File: src/rtl/odt_pkg.sv
package odt_pkg;
   localparam int ODT_FIELD_W_DEF = 6;
   localparam int ODT_REG_W_DEF   = 32;
   localparam int ODT_SLOTS_DEF   = 2;

   typedef enum logic [1:0] {
      CMD_NONE  = 2'd0,
      CMD_WRITE = 2'd1,
      CMD_READ  = 2'd2
   } cmd_kind_e;
endpackage

File: src/rtl/odt_cfg_reg.sv
module odt_cfg_reg
   import odt_pkg::*;
#(
   parameter int REG_W = ODT_REG_W_DEF,
   parameter int TW    = ODT_FIELD_W_DEF
) (
   input  logic             clk,
   input  logic             rst_n,
   input  logic             we,
   input  logic [REG_W-1:0] wdata,
   output logic [REG_W-1:0] rdata,
   output logic [TW-1:0]    wr_dly,
   output logic [TW-1:0]    rd_dly,
   output logic [TW-1:0]    wr_len,
   output logic [TW-1:0]    rd_len
);
   localparam int WR_DLY_LSB = 0;
   localparam int RD_DLY_LSB = TW;
   localparam int WR_LEN_LSB = 2 * TW;
   localparam int RD_LEN_LSB = 3 * TW;

   logic [REG_W-1:0] store_q;

   always_ff @(posedge clk or negedge rst_n) begin
      if (!rst_n) begin
         store_q <= '0;
      end else if (we) begin
         store_q <= wdata;
      end
   end

   assign rdata  = store_q;
   assign wr_dly = store_q[WR_DLY_LSB +: TW];
   assign rd_dly = store_q[RD_DLY_LSB +: TW];
   assign wr_len = store_q[WR_LEN_LSB +: TW];
   assign rd_len = store_q[RD_LEN_LSB +: TW];
endmodule

File: src/rtl/odt_cmd_sel.sv
module odt_cmd_sel
   import odt_pkg::*;
#(
   parameter int TW       = ODT_FIELD_W_DEF,
   parameter bit WR_FIRST = 1'b1
) (
   input  logic          cmd_wr,
   input  logic          cmd_rd,
   input  logic [TW-1:0] wr_dly,
   input  logic [TW-1:0] rd_dly,
   input  logic [TW-1:0] wr_len,
   input  logic [TW-1:0] rd_len,
   output logic          fire,
   output logic          imm,
   output logic          need_slot,
   output logic [TW-1:0] slot_dly,
   output logic [TW-1:0] slot_len
);
   localparam logic [TW-1:0] ONE = TW'(1);

   cmd_kind_e     kind;
   logic [TW-1:0] sel_dly;
   logic [TW-1:0] sel_len;

   generate
      if (WR_FIRST) begin : g_wr_first
         always_comb begin
            if (cmd_wr)      kind = CMD_WRITE;
            else if (cmd_rd) kind = CMD_READ;
            else             kind = CMD_NONE;
         end
      end else begin : g_rd_first
         always_comb begin
            if (cmd_rd)      kind = CMD_READ;
            else if (cmd_wr) kind = CMD_WRITE;
            else             kind = CMD_NONE;
         end
      end
   endgenerate

   always_comb begin
      unique case (kind)
         CMD_WRITE: begin
            sel_dly = wr_dly;
            sel_len = wr_len;
         end
         CMD_READ: begin
            sel_dly = rd_dly;
            sel_len = rd_len;
         end
         default: begin
            sel_dly = '0;
            sel_len = '0;
         end
      endcase
   end

   always_comb begin
      fire      = (kind != CMD_NONE) && (sel_len != '0);
      imm       = fire && (sel_dly == '0);
      need_slot = fire && !((sel_dly == '0) && (sel_len == ONE));
      if (sel_dly == '0) begin
         slot_dly = '0;
         slot_len = sel_len - ONE;
      end else begin
         slot_dly = sel_dly - ONE;
         slot_len = sel_len;
      end
   end
endmodule

File: src/rtl/odt_window_slot.sv
module odt_window_slot
   import odt_pkg::*;
#(
   parameter int TW = ODT_FIELD_W_DEF
) (
   input  logic          clk,
   input  logic          rst_n,
   input  logic          load,
   input  logic [TW-1:0] dly_in,
   input  logic [TW-1:0] len_in,
   output logic          busy,
   output logic          high
);
   localparam logic [TW-1:0] ONE = TW'(1);

   logic          busy_q;
   logic [TW-1:0] dly_q;
   logic [TW-1:0] len_q;

   always_ff @(posedge clk or negedge rst_n) begin
      if (!rst_n) begin
         busy_q <= 1'b0;
         dly_q  <= '0;
         len_q  <= '0;
      end else if (load) begin
         busy_q <= 1'b1;
         dly_q  <= dly_in;
         len_q  <= len_in;
      end else if (busy_q) begin
         if (dly_q != '0) begin
            dly_q <= dly_q - ONE;
         end else if (len_q <= ONE) begin
            busy_q <= 1'b0;
            len_q  <= '0;
         end else begin
            len_q <= len_q - ONE;
         end
      end
   end

   assign busy = busy_q;
   assign high = busy_q && (dly_q == '0);
endmodule

File: src/rtl/odt_timing_gen.sv
module odt_timing_gen
   import odt_pkg::*;
#(
   parameter int REG_W    = ODT_REG_W_DEF,
   parameter int TW       = ODT_FIELD_W_DEF,
   parameter int SLOTS    = ODT_SLOTS_DEF,
   parameter bit WR_FIRST = 1'b1
) (
   input  logic             clk,
   input  logic             rst_n,
   input  logic             cfg_we,
   input  logic [REG_W-1:0] cfg_wdata,
   output logic [REG_W-1:0] cfg_rdata,
   input  logic             cmd_wr,
   input  logic             cmd_rd,
   output logic             odt,
   output logic             ovf_sticky
);
   localparam int FIELDS_W = 4 * TW;

   generate
      if (FIELDS_W > REG_W) begin : g_bad_width
         $error("odt_timing_gen: four timing fields do not fit in the register");
      end
      if (SLOTS < 1) begin : g_bad_slots
         $error("odt_timing_gen: at least one window slot is required");
      end
   endgenerate

   logic [TW-1:0]    wr_dly, rd_dly, wr_len, rd_len;
   logic             fire, imm, need_slot;
   logic [TW-1:0]    slot_dly, slot_len;
   logic [SLOTS-1:0] slot_busy;
   logic [SLOTS-1:0] slot_high;
   logic [SLOTS-1:0] slot_load;
   logic             any_free;
   logic             drop;
   logic             ovf_q;

   odt_cfg_reg #(.REG_W(REG_W), .TW(TW)) u_cfg (
      .clk    (clk),
      .rst_n  (rst_n),
      .we     (cfg_we),
      .wdata  (cfg_wdata),
      .rdata  (cfg_rdata),
      .wr_dly (wr_dly),
      .rd_dly (rd_dly),
      .wr_len (wr_len),
      .rd_len (rd_len)
   );

   odt_cmd_sel #(.TW(TW), .WR_FIRST(WR_FIRST)) u_sel (
      .cmd_wr    (cmd_wr),
      .cmd_rd    (cmd_rd),
      .wr_dly    (wr_dly),
      .rd_dly    (rd_dly),
      .wr_len    (wr_len),
      .rd_len    (rd_len),
      .fire      (fire),
      .imm       (imm),
      .need_slot (need_slot),
      .slot_dly  (slot_dly),
      .slot_len  (slot_len)
   );

   assign any_free = ~&slot_busy;
   assign drop     = need_slot && !any_free;

   always_comb begin
      logic taken;
      taken     = 1'b0;
      slot_load = '0;
      for (int k = 0; k < SLOTS; k++) begin
         if (!taken && !slot_busy[k]) begin
            slot_load[k] = need_slot;
            taken        = 1'b1;
         end
      end
   end

   generate
      for (genvar s = 0; s < SLOTS; s++) begin : g_slot
         odt_window_slot #(.TW(TW)) u_slot (
            .clk    (clk),
            .rst_n  (rst_n),
            .load   (slot_load[s]),
            .dly_in (slot_dly),
            .len_in (slot_len),
            .busy   (slot_busy[s]),
            .high   (slot_high[s])
         );
      end
   endgenerate

   always_ff @(posedge clk or negedge rst_n) begin
      if (!rst_n) begin
         ovf_q <= 1'b0;
      end else if (drop) begin
         ovf_q <= 1'b1;
      end
   end

   assign odt        = (|slot_high) || (imm && !drop);
   assign ovf_sticky = ovf_q;
endmodule

File: config.mk
export PLATFORM = sky130hd
export DESIGN_NAME = odt_timing_gen
export DESIGN_NICKNAME = d
export VERILOG_FILES = /design/src/rtl/odt_pkg.sv /design/src/rtl/odt_cfg_reg.sv /design/src/rtl/odt_cmd_sel.sv /design/src/rtl/odt_window_slot.sv /design/src/rtl/odt_timing_gen.sv
export SDC_FILE = /design/constraint.sdc
export NUM_CORES = 1
export LEC_CHECK = 0
export CAP_MARGIN = 5
export CORE_MARGIN = 10
export CORE_UTILIZATION = 30
export CTS_CLUSTER_DIAMETER = 40
export DETAILED_ROUTE_END_ITERATION = 12
export MAX_ROUTING_LAYER = met4
export PLACE_DENSITY = 0.5
export SLEW_MARGIN = 20
export SYNTH_ARGS = -nofsm -noshare
export SYNTH_HDL_FRONTEND = slang
export SYNTH_SLANG_ARGS = --single-unit
File: constraint.sdc
create_clock -name clk -period 2.66 [get_ports clk]
set_input_delay 0.266 -clock clk [delete_from_list [all_inputs] [get_ports clk]]
set_output_delay 0.266 -clock clk [all_outputs]
set_load 0.01 [all_outputs]
# Word level (Yosys, flattened, before mapping)
# Index checks and enable logic that the tools add are counted.
# W data, S select, Z words.
[classes] muxes=30 eq_ne=5 magnitude_cmp=2 n_reduce_logical=30 addsub=6
[ops] op="$mux W6" count=16
[ops] op="$sub A6 B1 Y6 const B" count=6
[ops] op="$pmux W6 S2" count=2
[ops] op="$logic_not A6 Y1" count=3
[ops] op="$reduce_bool A6 Y1" count=3
[ops] op="$le A6 B1 Y1 const B" count=2
[ops] op="$mux W1" count=10
[ops] op="$reduce_and A2 Y1" count=5
[ops] op="$reduce_bool A2 Y1" count=5
[ops] op="$logic_and A1 B1 Y1" count=9
[ops] op="$eq A6 B1 Y1 const B" count=1
[ops] op="$mux W2" count=2
[ops] op="$ne A2 B1 Y1 const B" count=2
[ops] op="$logic_not A1 Y1" count=3
[ops] op="$eq A2 B1 Y1 const B" count=1
[ops] op="$eq A2 B2 Y1 const B" count=1
[ops] op="$reduce_or A2 Y1" count=1
[ops] op="$logic_or A1 B1 Y1" count=1
[word_totals] inputBits=37 register_bits=59 elab_cells=81

# Depth between registers and ports, before layout
# Gate-level depths: netlist (run 1).
[logic_depth] word_depth=12 mapped_depth=13 mapped_depth_nobuf=9

# Cells and area by module
# Synthesis (run 1) repeated with hierarchy kept, for this count alone.
[hier_totals] cells_unflattened=350 area_unflattened_um2=3733.6
[by_module_without_submodules] mod="odt_window_slot" instances=2 cells_each=93 area_each_um2=827.0
[by_module_without_submodules] mod="odt_cfg_reg" instances=1 cells_each=92 area_each_um2=1525.2
[by_module_without_submodules] mod="odt_cmd_sel" instances=1 cells_each=65 area_each_um2=491.7
[by_module_without_submodules] mod="odt_timing_gen" instances=1 cells_each=7 area_each_um2=62.6

# Worst setup path before layout (run 1)
# Ideal clock, no wire load.
[synth_timing] path_type="input port to flip-flop" startpoint="input port cmd_wr" endpoint="register g_slot[0].u_slot.len_q[2]" setup_time_ps=124 arrival_time_ps=2184 t_required_ps=2536 path_stages=13 setup_slack_ps=353 path_buffers=4 cell_sequence="buf_4 -> buf_6 -> buf_2 -> nand2_1 -> o21ai_0 -> inv_1 -> ha_1 -> inv_1 -> o41ai_4 -> a211o_2 -> buf_6 -> nor2_1 -> a211o_1"
[synth_via] elab_chain_len=10 elab_cells_between_ends=20 classes_between="add/sub: 1; eq/ne: 4; mux: 6; reduce/logical: 9"
[synth_lines] item="start: declaration" line_no="odt_timing_gen.sv:14" text="input logic cmd_wr,"
[synth_lines] item="$mux W2 (*)" line_no="odt_cmd_sel.sv:28" text="if (cmd_wr) kind = CMD_WRITE;"
[synth_lines] item="$eq A2 B2 Y1 / $eq A2 B1 Y1 (equally long branches)" line_no="odt_cmd_sel.sv:42" text="unique case (kind)"
[synth_lines] item="$pmux W6 S2" line_no="odt_cmd_sel.sv:42"
[synth_lines] item="$eq A6 B1 Y1 / $logic_not A6 Y1 (equally long branches)" line_no="odt_cmd_sel.sv:61, odt_cmd_sel.sv:62"
[synth_lines] item="$logic_and A1 B1 Y1" line_no="odt_cmd_sel.sv:61" text="need_slot = fire && !((sel_dly == '0) && (sel_len == ONE));"
[synth_lines] item="$logic_not A1 Y1" line_no="odt_cmd_sel.sv:61"
[synth_lines] item="$logic_and A1 B1 Y1" line_no="odt_cmd_sel.sv:61"
[synth_lines] item="$mux W1" line_no="odt_timing_gen.sv:74" text="if (!taken && !slot_busy[k]) begin"
[synth_lines] item="$ne A2 B1 Y1 (no line) / $reduce_bool A2 Y1 (equally long branches)"
[synth_lines] item="$reduce_and A2 Y1 (no line)"
[synth_lines] item="end signal: assignment" line_no="odt_window_slot.sv:28" text="len_q <= len_in;"
[synth_lines] item="end signal: assignment" line_no="odt_window_slot.sv:36" text="len_q <= len_q - ONE;"
[synth_lines] item="end: declaration" line_no="odt_window_slot.sv:18" text="logic [TW-1:0] len_q;"
# Mark *: on every way between the ends. The rest lies on a longest branch, timed or not.
# A chain may end at the register's enable or synchronous reset.

# Worst setup path after layout (run 1)
[layout_timing] startpoint="input port cmd_rd" endpoint="output port odt"
[layout_via] elab_chain_len=12 elab_cells_between_ends=19 classes_between="eq/ne: 3; mux: 4; reduce/logical: 12"
[layout_lines] item="start: declaration" line_no="odt_timing_gen.sv:15" text="input logic cmd_rd,"
[layout_lines] item="$mux W2 (*)" line_no="odt_cmd_sel.sv:29" text="else if (cmd_rd) kind = CMD_READ;"
[layout_lines] item="$mux W2 (*)" line_no="odt_cmd_sel.sv:28"
[layout_lines] item="$eq A2 B2 Y1 / $eq A2 B1 Y1 (equally long branches)" line_no="odt_cmd_sel.sv:42"
[layout_lines] item="$pmux W6 S2" line_no="odt_cmd_sel.sv:42"
[layout_lines] item="$eq A6 B1 Y1 / $logic_not A6 Y1 (equally long branches)" line_no="odt_cmd_sel.sv:61, odt_cmd_sel.sv:60"
[layout_lines] item="$logic_and A1 B1 Y1" line_no="odt_cmd_sel.sv:61"
[layout_lines] item="$logic_not A1 Y1" line_no="odt_cmd_sel.sv:61"
[layout_lines] item="$logic_and A1 B1 Y1" line_no="odt_cmd_sel.sv:61"
[layout_lines] item="$logic_and A1 B1 Y1" line_no="odt_timing_gen.sv:67" text="assign drop = need_slot && !any_free;"
[layout_lines] item="$logic_not A1 Y1" line_no="odt_timing_gen.sv:103" text="assign odt = (|slot_high) || (imm && !drop);"
[layout_lines] item="$logic_and A1 B1 Y1 (*)" line_no="odt_timing_gen.sv:103"
[layout_lines] item="$logic_or A1 B1 Y1 (*)" line_no="odt_timing_gen.sv:103"
[layout_lines] item="end: declaration" line_no="odt_timing_gen.sv:16" text="output logic odt,"
# Marked as above.

==> impl_metrics.csv, run 1 <==
group,metric,value,unit
global_routing,grt_pass1_wl,15.5,mm
final_layout,syn_to_final_growth,41.0,%
global_routing,grt_start_max_net_pins,33,
sta,layout_min_cycle_time,2.51,ns
logic_synthesis,synth_area_per_cell,10.4,um2
logic_synthesis,synth_top_cell_by_area,"dfrtp_1",
setup_path,end_kind,"output port",
setup_path,cpPeakStageDelay,0.53,ns
min_path,worstHoldPathCells,1,
detailed_routing,vias,2913,
power,powerDensity,766,nW/um2
logic_synthesis,ys_types,66,
clock_tree,clk_path_buf_depth,2,
global_routing,grt_antenna_before_repair,0,
die,core_area,11400,um2
sta,setup_ws,0.151,ns
global_routing,grt_usage,12.0,%
power,power,0.00377,W
clock_tree,htreeDepth,3,
sta,fin_setup_tns,0,ns
clock_tree,cts_root_buf,"clkbuf_16",
logic_synthesis,ys_ff_latch,59,
placement,port_buffers,70,
die,num_rows,39,
clock_tree,cts_sinks,59,
die,die_area,16400,um2
detailed_routing,drt_iter0_markers,165,
logic_synthesis,async_flop_share,100,%
sta,worst_pin_slew,0.692,ns
placement,pre_cts_ws,-0.352,ns
min_path,hold_class,"reg2reg",
final_layout,final_common_cell,"clkdlybuf4s50_1",
clock_tree,clock_latency,0.33,ns
setup_path,worstPathArrival,2.24,ns
logic_synthesis,synth_top_cells_by_area,"dfrtp_1, mux2_2, ha_1, nand2_1, mux2i_1",
die,ios,71,
final_layout,multi_input_area,1880,um2
setup_path,crit_path_cell_trace,"clkdlybuf4s50_1, nor2b_1, a22o_1, ha_1, inv_1, nor4_4, o21ai_1, o211ai_1, clkbuf_2",
clock_tree,cts_inserted_buffers,9,
detailed_routing,postRouteAntennaNets,0,
detailed_routing,viasPerCell,4.90,
logic_synthesis,netlist_instances,336,
sta,min_period_over_period,94.3,%
final_layout,final_area,4920,um2
die,dieHeight,128,um
final_layout,final_cell_mix,"clkdlybuf4s50_1, dfrtp_1, buf_4",
sta,slew_headroom,53.9,%
setup_path,cp_slowest_cell,"clkdlybuf4s50_1",
die,die-width,128,um
final_layout,fin_nets,494,
setup_path,crit_required,2.39,ns
final_layout,final-seq-area,1480,um2
setup_path,cp_max_fo,4,
sta,hold_viol,0,
logic_synthesis,mappedNetlistArea,3490,um2
sta,timing.fmax,0.398,GHz
setup_path,r2r_slack,0.35,ns
logic_synthesis,synth_nets,383,
setup_path,rr_startpoint,"u_cfg.rdata[19]",
detailed_routing,routedWlPerCell,15.8,um
flow_run,cap_violations,0,
final_layout,drive_above_1_share,25.2,%
clock_tree,clkTransAtPathRegs,0.05,ns
placement,gp_congestion,0.804,
global_routing,grt_pass1_vias,3021,
sta,report.final.setup_viol,0,
placement,placed_area,4600,um2
status,outcome,"completed",
die,start_util,30.6,%
sta,fin_worst_skew,0.00760,ns
logic_synthesis,ys_warn_count,0,
logic_synthesis,seq_area_frac_synth,42.3,%
min_path,min_to,"ovf_sticky",
setup_path,r2r_cells,11,
detailed_routing,drc,0,
detailed_routing,wl,9.41,mm
setup_path,timing_worst_setup_path_type,"in2out",
sta,rsz0062_at_grt,"false",
setup_path,cp-start-kind,"primary input",
power,peakVddDrop,0.000291,V
setup_path,r2r-end,"g_slot[0].u_slot.len_q[2]",
logic_synthesis,ys.flop_type,"dfrtp_1",
detailed_routing,dr.pass1.iters,4,
sta,report.final.slew_viol_count,0,
final_layout,num_antenna_cells,0,
min_path,min_from,"ovf_sticky",
placement,post-dp-hpwl,7.25,mm
global_routing,overflow,0,
logic_synthesis,synth_top_area_share,42.3,%
logic_synthesis,synth-edff-count,0,
power,power_leakage,2.07,nW
clock_tree,cts_tree,"done",
final_layout,fillers,1137,
[what timing repair did]
action / in CTS / in global routing
endpoints found under the setup margin: 1 / 6
hold buffers: 1 / 0
gates resized for setup: 2 / 4
pin swaps: 1 / 2
hold endpoints to repair: 8 / 0
buffers inserted: 2 / 1
[worst max-delay path, delay by kind of cell]
kind                       cells  cell delay, ns
AOI/OAI and AO/OA              3            0.58
adders and majority gates      1            0.16
buffers and inverters          3            0.78
and+or+nand+nor                2            0.44
[where the power goes]
group	internal (W)	switching [W]	total, W
clock network	0.000720	0.000427	0.00115
logic	0.000664	0.000578	0.00124
registers	0.00113	0.000249	0.00138
total	0.00252	0.00125	0.00377
[worst max path at each step]
stage,from,end
after global routing,cmd_rd,odt
after floorplan,cmd_wr,g_slot[0].u_slot.len_q[2]
after CTS,cmd_rd,odt
after detailed placement,cmd_wr,odt
after global placement,cmd_wr,odt
final,cmd_rd,odt
[per-layer routing]
layer	wire, um	up-vias	global-route usage (%)
met4	82	0	3.84
met2	4320	77	18.2
li1	-	1440	-
met1	4460	1386	14.6
met3	551	10	4.14
met5	0	-	-
[synthesized netlist by cell type, types with 3 or more instances]
master / n
xor2_1: 4
xnor2_1: 8
o211ai_1: 3
buf_6: 3
mux2i_1: 9
o22ai_1: 3
nor3b_1: 4
nand3_1: 12
mux2_2: 32
nand2b_1: 5
o21ai_2: 3
ha_1: 10
nand2_1: 32
a211oi_1: 3
buf_1: 3
nor2_1: 22
o21ai_0: 17
clkbuf_1: 4
dfrtp_1: 59
or3_1: 3
inv_1: 14
a21oi_1: 10
buf_4: 3
o21ai_1: 8
nor3_1: 9
[logic make-up (layout without fill, tap and decap cells)]
family                     after synthesis  in the layout  synth area share [%]
AOI/OAI and AO/OA                       75             75                  16.3
muxes                                   41             41                  12.9
DFF                                     59             59                  42.3
and+or+nand+nor                        111            111                  17.9
xor gates and xnor gates                12             12                  3.01
adders and majority gates               10             10                  3.58
buffers and inverters                   28            144                  4.01
[sequential cells by signal (all words and copies together), names as in the netlist]
name	flops
g_slot.u_slot.dly_q	12
g_slot.u_slot.busy	2
g_slot.u_slot.len_q	12
u_cfg.rdata	32
ovf_sticky	1
[layout make-up]
type	count	share of cell area, %
multi-input combinational	249	38.1
sequential	59	30.0
timing repair buffer	114	21.3
inverter	14	1.07
clock buffer	9	4.57
tap	143	3.63
clock inverter	7	1.40
[through the flow]
stage	util (%)	hold slack, ns	std cells
finish	43.1	0.475	595
global route	43.1	0.489	595
CTS	43.1	0.477	594
detailed placement	40.3	0.350	575
global placement	40.3	0.350	575
floorplan	-	-0.0296	336
Power figures use the tool's default switching activity.
==> run 2, diff against run 1 <==
--- a/config.mk
+++ b/config.mk
@@ -10,6 +10,7 @@
 export CORE_UTILIZATION = 30
 export CTS_CLUSTER_DIAMETER = 40
 export DETAILED_ROUTE_END_ITERATION = 12
+export GPL_ROUTABILITY_DRIVEN = 0
 export MAX_ROUTING_LAYER = met4
 export PLACE_DENSITY = 0.5
 export SLEW_MARGIN = 20
==> results of run 2 <==
No change in the layout: final DEF, timing and power equal those of run 1.
